[src/rtl/regblk_pkg.sv]
// Shared types for the register block mover.
// Assumes: nothing beyond IEEE 1800-2017 enums.
package regblk_pkg;

    // Sequencer state.
    typedef enum logic [1:0] {
        ST_IDLE = 2'd0,
        ST_XFER = 2'd1,
        ST_FIN  = 2'd2
    } mv_state_e;

    // Addressing mode encoding on the amode port.
    typedef enum logic [1:0] {
        AM_CTRL = 2'd0,
        AM_INC  = 2'd1,
        AM_DEC  = 2'd2,
        AM_RSVD = 2'd3
    } mv_amode_e;

endpackage

[src/rtl/regblk_pick.sv]
// Picks the next register from a pending mask.
// from_top=0 returns the lowest set bit, from_top=1 the highest.
// Assumes: the caller ignores idx when pend is all zero.
module regblk_pick #(
    parameter int IW = 4,
    localparam int N = 1 << IW
) (
    input  logic [N-1:0]  pend,
    input  logic          from_top,
    output logic [IW-1:0] idx
);

    // Priority scan; the last hit in the loop wins.
    always_comb begin
        idx = '0;
        if (!from_top) begin
            for (int i = N - 1; i >= 0; i--) begin
                if (pend[i]) idx = IW'(i);
            end
        end else begin
            for (int i = 0; i < N; i++) begin
                if (pend[i]) idx = IW'(i);
            end
        end
    end

endmodule

[src/rtl/regblk_addr.sv]
// Address stepper: gives the address for the current access and the
// address to hold after it completes.
// Assumes: word size HW bits, long size DW bits, both whole bytes.
module regblk_addr #(
    parameter int AW = 32,
    parameter int DW = 32,
    parameter int HW = 16
) (
    input  logic [AW-1:0] cur,
    input  logic          dec,
    input  logic          is_long,
    output logic [AW-1:0] access,
    output logic [AW-1:0] next
);

    localparam int HBYTES = HW / 8;
    localparam int LBYTES = DW / 8;

    logic [AW-1:0] step;

    // Byte step per access.
    always_comb step = is_long ? AW'(LBYTES) : AW'(HBYTES);

    // Decrement: reduce first, then access. Otherwise access, then advance.
    always_comb begin
        if (dec) begin
            access = cur - step;
            next   = cur - step;
        end else begin
            access = cur;
            next   = cur + step;
        end
    end

endmodule

[src/rtl/regblk_fmt.sv]
// Data formatting between register width and bus transfer size.
// Word stores zero the upper bits; word loads sign-extend bit HW-1.
// Assumes: HW < DW.
module regblk_fmt #(
    parameter int DW = 32,
    parameter int HW = 16
) (
    input  logic          is_long,
    input  logic [DW-1:0] reg_in,
    input  logic [DW-1:0] mem_in,
    output logic [DW-1:0] st_data,
    output logic [DW-1:0] ld_data
);

    // Store path.
    always_comb st_data = is_long ? reg_in : {{(DW-HW){1'b0}}, reg_in[HW-1:0]};

    // Load path.
    always_comb ld_data = is_long ? mem_in : {{(DW-HW){mem_in[HW-1]}}, mem_in[HW-1:0]};

endmodule

[src/rtl/regblk_mover.sv]
// Register block mover: sequences one bus cycle per selected register
// between an external register file and memory, then optionally writes
// the final address back to the base address register.
// Assumes: the register file read port is combinational; mem_ack may
// arrive in the same cycle as mem_req; start is ignored while busy.
module regblk_mover
    import regblk_pkg::*;
#(
    parameter int IW = 4,
    parameter int AW = 32,
    parameter int DW = 32,
    parameter int HW = 16
) (
    input  logic                 clk,
    input  logic                 rst_n,
    input  logic                 start,
    input  logic                 to_mem,
    input  logic                 size_long,
    input  logic [1:0]           amode,
    input  logic [IW-2:0]        base_reg,
    input  logic [(1<<IW)-1:0]   reg_mask,
    input  logic [AW-1:0]        start_addr,
    output logic                 busy,
    output logic                 done,
    output logic                 mem_req,
    output logic                 mem_we,
    output logic                 mem_long,
    output logic [AW-1:0]        mem_addr,
    output logic [DW-1:0]        mem_wdata,
    input  logic [DW-1:0]        mem_rdata,
    input  logic                 mem_ack,
    output logic [IW-1:0]        rf_rd_idx,
    input  logic [DW-1:0]        rf_rd_data,
    output logic                 rf_we,
    output logic [IW-1:0]        rf_wr_idx,
    output logic [DW-1:0]        rf_wr_data
);

    localparam int NREG = 1 << IW;

    mv_state_e       state_q;
    logic [NREG-1:0] pend_q;
    logic [AW-1:0]   addr_q;
    logic            to_mem_q;
    logic            long_q;
    logic            dec_q;
    logic            wb_q;
    logic [IW-2:0]   base_q;

    logic [NREG-1:0] mask_rev;
    logic [NREG-1:0] mask_in;
    logic            dec_in;
    logic            wb_in;
    logic [IW-1:0]   pick_idx;
    logic [NREG-1:0] pick_oh;
    logic [NREG-1:0] pend_nx;
    logic [AW-1:0]   acc_addr;
    logic [AW-1:0]   nxt_addr;
    logic [DW-1:0]   st_data;
    logic [DW-1:0]   ld_data;

    // Reversed mask for decrement mode: bit g selects register NREG-1-g.
    for (genvar g = 0; g < NREG; g++) begin : g_rev
        assign mask_rev[g] = reg_mask[NREG-1-g];
    end

    // Mode decode at start.
    always_comb begin
        dec_in  = (amode == AM_DEC);
        wb_in   = (amode == AM_DEC) || (amode == AM_INC);
        mask_in = dec_in ? mask_rev : reg_mask;
    end

    regblk_pick #(.IW(IW)) u_pick (
        .pend     (pend_q),
        .from_top (dec_q),
        .idx      (pick_idx)
    );

    regblk_addr #(.AW(AW), .DW(DW), .HW(HW)) u_addr (
        .cur     (addr_q),
        .dec     (dec_q),
        .is_long (long_q),
        .access  (acc_addr),
        .next    (nxt_addr)
    );

    regblk_fmt #(.DW(DW), .HW(HW)) u_fmt (
        .is_long (long_q),
        .reg_in  (rf_rd_data),
        .mem_in  (mem_rdata),
        .st_data (st_data),
        .ld_data (ld_data)
    );

    // Pending mask after the current register completes.
    always_comb begin
        pick_oh = NREG'(1) << pick_idx;
        pend_nx = pend_q & ~pick_oh;
    end

    // Sequencer state, pending mask and address register.
    always_ff @(posedge clk) begin
        if (!rst_n) begin
            state_q  <= ST_IDLE;
            pend_q   <= '0;
            addr_q   <= '0;
            to_mem_q <= 1'b0;
            long_q   <= 1'b0;
            dec_q    <= 1'b0;
            wb_q     <= 1'b0;
            base_q   <= '0;
        end else begin
            case (state_q)
                ST_IDLE: begin
                    if (start) begin
                        pend_q   <= mask_in;
                        addr_q   <= start_addr;
                        to_mem_q <= to_mem;
                        long_q   <= size_long;
                        dec_q    <= dec_in;
                        wb_q     <= wb_in;
                        base_q   <= base_reg;
                        state_q  <= (reg_mask == '0) ? ST_FIN : ST_XFER;
                    end
                end
                ST_XFER: begin
                    if (mem_ack) begin
                        pend_q <= pend_nx;
                        addr_q <= nxt_addr;
                        if (pend_nx == '0) state_q <= ST_FIN;
                    end
                end
                ST_FIN: begin
                    state_q <= ST_IDLE;
                end
                default: begin
                    state_q <= ST_IDLE;
                end
            endcase
        end
    end

    // Bus side outputs.
    always_comb begin
        mem_req   = (state_q == ST_XFER);
        mem_we    = to_mem_q;
        mem_long  = long_q;
        mem_addr  = acc_addr;
        mem_wdata = st_data;
        rf_rd_idx = pick_idx;
    end

    // Register file write: load data on ack, address write-back at the end.
    always_comb begin
        if (state_q == ST_FIN) begin
            rf_we      = wb_q;
            rf_wr_idx  = {1'b1, base_q};
            rf_wr_data = DW'(addr_q);
        end else begin
            rf_we      = (state_q == ST_XFER) && mem_ack && !to_mem_q;
            rf_wr_idx  = pick_idx;
            rf_wr_data = ld_data;
        end
    end

    // Status outputs.
    always_comb begin
        busy = (state_q != ST_IDLE);
        done = (state_q == ST_FIN);
    end

endmodule

[config.mk]
export PLATFORM = sky130hd
export DESIGN_NAME = regblk_mover
export DESIGN_NICKNAME = d
export VERILOG_FILES = /design/src/rtl/regblk_pkg.sv /design/src/rtl/regblk_pick.sv /design/src/rtl/regblk_addr.sv /design/src/rtl/regblk_fmt.sv /design/src/rtl/regblk_mover.sv
export SDC_FILE = /design/constraint.sdc
export NUM_CORES = 1
export LEC_CHECK = 0
export BUFFER_PORTS_ARGS = -buffer_cell sky130_fd_sc_hd__buf_2
export CAP_MARGIN = 15
export CORE_MARGIN = 3
export CORE_UTILIZATION = 54
export CTS_CLUSTER_SIZE = 20
export DETAILED_ROUTE_END_ITERATION = 12
export HOLD_SLACK_MARGIN = 0.12
export PLACE_DENSITY = 0.88
export SLEW_MARGIN = 40
export SYNTH_ARGS = -nofsm -noshare
export SYNTH_HDL_FRONTEND = slang
export SYNTH_HIERARCHICAL = 1
export SYNTH_SLANG_ARGS = --single-unit
[constraint.sdc]
create_clock -name clk -period 5.3 [get_ports clk]
set_input_delay 1.06 -clock clk [delete_from_list [all_inputs] [get_ports clk]]
set_output_delay 1.06 -clock clk [all_outputs]
set_load 0.005 [all_outputs]
## Word-level counts from Yosys, hierarchy flattened

Cells that the tools add are included.

| storage, ports and cells | value |
|---|---|
| bits in registers | 57 |
| latch bits | 0 |
| RAM bits | 0 |
| bits in read-only memories | 0 |
| bits of input ports | 123 |
| logic and storage cells | 84 |
| memories kept | 0 |

| cells by class | value |
|---|---|
| $add $sub $neg | 2 |
| multiply operators | 0 |
| div/mod/pow operators | 0 |
| magnitude comparators | 0 |
| equal/unequal tests | 7 |
| shift-type cells | 1 |
| muxes and demuxes | 52 |
| bitwise gates (word level) | 2 |
| reduce and logical (&&, ||, !) cells | 12 |

Operators with widths:

| operator | count |
|---|---|
| $mux 32 | 7 |
| $mux 4 | 26 |
| $pmux 32 s2 | 1 |
| $mux 16 | 3 |
| $add 32x32->32 | 1 |
| $logic_not 16->1 | 2 |
| $pmux 16 s2 | 1 |
| $sub 32x32->32 | 1 |
| $and 16x16->16 | 1 |
| $not 16->16 | 1 |
| $shl 1x4->16 const A | 1 |
| $mux 3 | 5 |
| $mux 2 | 6 |
| $reduce_and 3->1 | 2 |
| $eq 2x1->1 const B | 2 |
| $eq 2x2->1 const B | 2 |
| $ne 2x1->1 const B | 2 |
| $pmux 2 s2 | 1 |
| $reduce_bool 2->1 | 2 |
| $logic_and 1x1->1 | 2 |
| $logic_not 2->1 | 1 |
| $mux 1 | 2 |
| $ne 2x2->1 const B | 1 |
| $reduce_and 2->1 | 1 |
| other kinds (2) | 2 |

## Longest topological paths before layout

| depth | value |
|---|---|
| depth in word-level cells | 24 |
| gate-level depth with buffers | 12 |

## By module

The synthesis kept the hierarchy.

Modules (own cells, without submodules):

| module | times used | cells an instance | area each (µm²) | seq. area each (µm²) |
|---|---|---|---|---|
| regblk_mover | 1 | 496 | 3453.3 | 1141.1 |
| regblk_addr | 1 | 223 | 1586.5 | 0.0 |
| regblk_fmt | 1 | 68 | 553.0 | 0.0 |
| regblk_pick | 1 | 54 | 305.3 | 0.0 |

## Least setup slack after synthesis

No wires, ideal clock.

| timing path | value |
|---|---|
| path type | register -> output |
| from | register long_q, in the netlist mem_long |
| to | output port mem_addr[21] |
| arrival | 2.300 ns |
| data required time | 4.240 ns |
| slack | 1.940 ns |
| cell stages (with the launch flop) | 9 |
| path buffers | 0 |
| path through | dfxtp_1 inv_1 ha_1 fa_1 and3b_1 nand4_2 or2_2 nor4b_2 xor2_1 |

| on the way | value |
|---|---|
| cells in the longest elaborated chain, start to end | 3 |

Ends and longest elaborated chain:

| element | line | RTL |
|---|---|---|
| start: declaration | regblk_mover.sv:45 | `logic long_q;` |
| start signal: assignment | regblk_mover.sv:120 | `long_q <= size_long;` |
| $mux 3 | regblk_addr.sv:22 | `always_comb step = is_long ? AW'(LBYTES) : AW'(HBYTES);` |
| $sub 32x32->32 | regblk_addr.sv:27 | `access = cur - step;` |
| $mux 32 | regblk_addr.sv:26 | `if (dec) begin` |
| end: declaration | regblk_mover.sv:28 | `output logic [AW-1:0] mem_addr,` |

No other way between the ends.

## Worst setup path in the final report

Same ends and word-level chain as after synthesis.

==> summary.md <==
| Metric | Value |
|---|---|
| Diode count | 0 |
| GRT Residual Overflow | 0 |
| Die X | 110.5 µm |
| Post-Layout Inst Area | 6788 µm² |
| EDFF count, synth | 0 |
| Num CTS Buffers | 9 |
| Multi-input logic area | 4158 µm² |
| R2R cell count | 10 |
| Comb pwr share | 43.0% |
| Kind of critical path | reg -> out |
| Max cap viols | 0 |
| Final Slew Violations | 0 |
| Initial antenna violation count | 0 |
| Initial DRC Count | 509 |
| Setup ws final | 1182 ps |
| Delay-heaviest family, CP | simple AND/OR/NAND/NOR gates |
| Antenna-violating nets left | 0 |
| Count of input and output buffers | 200 |
| RSZ-0062 raised after global routing | no |
| Layout net count | 1,090 |
| Synth top cells by count | nand2_1 (206), dfxtp_1 (57), and2_1 (41), clkbuf_1 (41), o21ai_0 (40) |
| # Post-CTS Setup Buffers | 0 |
| Clock Tree Root | clkbuf_8 |
| Avg WL per Cell | 16.00 µm |
| CP Data Arrival Time | 3060 ps |
| Die height | 110.5 µm |
| Lkg Pwr | 0.003479 µW |
| Layout filler cell count | 974 |
| Fraction of layout cells with a size suffix above 1 | 27.67% |
| # clock sinks | 57 |
| Final setup violation count | 0 |
| Num ports | 233 |
| Worst r2r src | pend_q[3] |
| Post-synth top area share | 19.35% |
| Core Area | 10,460 µm² |
| Dpl hpwl | 12,950 µm |
| CP Buf/Inv Count | 2 |
| Post-Syn Area | 5898 µm² |
| Worst hold path endpoint | base_q[2] |
| CTS tree | done |
| Post-cts resize count | 0 |
| First-pass GRT wire length | 28,280 µm |
| Top_reg_cell synth | dfxtp_1 |
| Mapped Cells | 841 |
| Distinct cell type count after synthesis | 70 |
| Slowest stage delay, CP | 450 ps |
| Reg2reg end | state_q[0] |
| Final wirelength | 17,620 µm |
| Synth Net Count | 971 |
| Final core utilization | 64.88% |
| Min-Delay Startpoint | base_q[2] |
| WL met1 | 7240 µm |
| Final Cycle Share | 77.71% |
| DP Area | 6580 µm² |
| GPL Wtd Cong | 0.9455 |
| # DRC | 0 |
| Via Count | 6,422 |
| Hold buffers post-CTS | 0 |
| Dpl ws | 1632 ps |
| Vias in the first global route | 5,832 |
| Synth area leaders | dfxtp_1 (19%), nand2_1 (13%), o211a_1 (5.9%), xnor2_1 (5.0%), and2_1 (4.3%) |
| Outcome | complete, no violations |
| GRT Util Overall | 27.48% |
| Clock Latency Late Sink | 360 ps |
| Final Critical Period | 4118 ps |
| Clock Power Share | 23.8% |
| Slew of the pin with the lowest slew margin | 803.1 ps |
| Count leader, synth | nand2_1 |
| Slew margin rel. | 46.46% |
| Hold path cells | 2 |
| Total Power | 1791 µW |
| Asr flop ratio synth | 0% |
| Initial Util | 56.37% |
| Yosys top cell by area | dfxtp_1 |
| Area grow syn2layout | 15.08% |
| Synth Warn # | 6 |
| Slowest stage cell, crit path | or2_2 |
| Crit path max fanout | 6 |
| Clk slew on worst S/H paths | 80 ps |
| FMAX | 0.2428 GHz |
| Critical Path RT | 4240 ps |
| R2R Setup Slk | 2020 ps |
| Mean Syn Cell Area | 7.013 µm² |
| Vias/cell | 5.833 |
| Setup crit start kind | flip-flop |
| Highest metal used | met4 |
| Die area | 12,210 µm² |
| VDD IR max | 0.1585 mV |
| Worst hold path class | reg -> reg |
| Pint | 1040 µW |
| Met3 wire length | 1553 µm |
| Pin count of the biggest net entering global routing | 66 |
| PD cells | 263.9 nW/µm² |
| Clock Path Buffers | 2 |
| Sequential share of the synthesized area | 19.35% |
| Std-Cell Rows | 37 |
| CTS H-tree lvls | 3 |
| Final Hold Vio Count | 0 |
| Sw frac | 41.93% |
| Drt first pass iters | 7 |
| Met2 WL | 8325 µm |
| Register area | 1141 µm² |
| P_sw | 751.0 µW |
| Post-synthesis sequential element count | 57 |
| Critical Path, Cell by Cell | inv_1, ha_1, fa_1, and3b_1, nand4_2, or2_2, nor4b_2, xor2_1, buf_2 |
| CP endpoint kind | output pin |
| Setup_tns | 0 ps |
| Clock skew | 14.39 ps |
| Sequential share of power | 33.1% |
## power groups by stage
stage	Clock, µW	Sequential (µW)	Combinational, µW
CTS	428	590	763
finish	427	594	771
detailed placement	0	599	755
global route	448	605	857
global placement	0	595	742
floorplan	0	540	598
## sequential cells by signal, indices dropped and copies added, names as in the netlist
register / count
base_q: 3
mem_we: 1
mem_long: 1
dec_q: 1
wb_q: 1
pend_q: 16
addr_q: 32
state_q: 2
## metal layers
layer,GRT usage (%),vias up
li1,-,3105
met1,35.07,2911
met2,45.91,354
met3,4.493,52
met4,11.33,0
met5,0,-
## cells by family after synthesis
family	Yosys count	synth area share, %
AND/OR/NAND/NOR	412	34.71
AO/OA/AOI/OAI	153	18.50
buffers and inverters	118	10.65
XOR/XNOR	58	8.613
flip-flops	57	19.35
multiplexers	36	6.449
adder cells (fa/ha/maj)	7	1.740
## layout make-up
type                    count  share of cell area (%)
multi-input cells         666                   61.25
flip-flops and latches     57                   16.81
clock inverters             7                   1.161
well taps                 136                   2.507
clock buffers               9                   1.825
inverters                  22                   1.217
repair buffers            204                   15.23
## worst register-to-register path: stages (launching register included)
cell and delay [ps]:
dfxtp_1 440, nor2_1 130, o31ai_1 240, a31oi_1 120
o22ai_1 410, buf_4 280, nor2b_1 450, nand4b_1 150
a222oi_1 360, nand4_1 210, o311a_1 360
## per-stage QoR
stage	cells	hold WS [ps]
floorplan	841	443.7
global placement	1085	456.7
detailed placement	1085	461.4
CTS	1101	473.0
global route	1101	495.0
finish	1101	474.3
## cells in the final DEF, fill, tap and decap left out, drive strengths merged, types with 8 or more instances in the layout
master	n
nand2	206
buf	204
dfxtp	57
and2	41
o21ai	40
nand3	39
nor2	37
o211a	35
xnor2	34
a21oi	26
xor2	24
inv	23
mux2i	20
nor3	17
mux2	16
nor4	13
a31oi	12
clkbuf	9
a21boi	8
nand4	8
## worst max-delay path by stage
stage | startpoint | end | cells past startpoint
detailed placement | mem_long | mem_addr[21] | 9
global route | mem_long | mem_addr[21] | 9
floorplan | mem_long | mem_addr[21] | 8
finish | mem_long | mem_addr[21] | 9
CTS | mem_long | mem_addr[21] | 9
global placement | mem_long | mem_addr[21] | 9
Note: power is estimated with default switching activity, not from simulation.
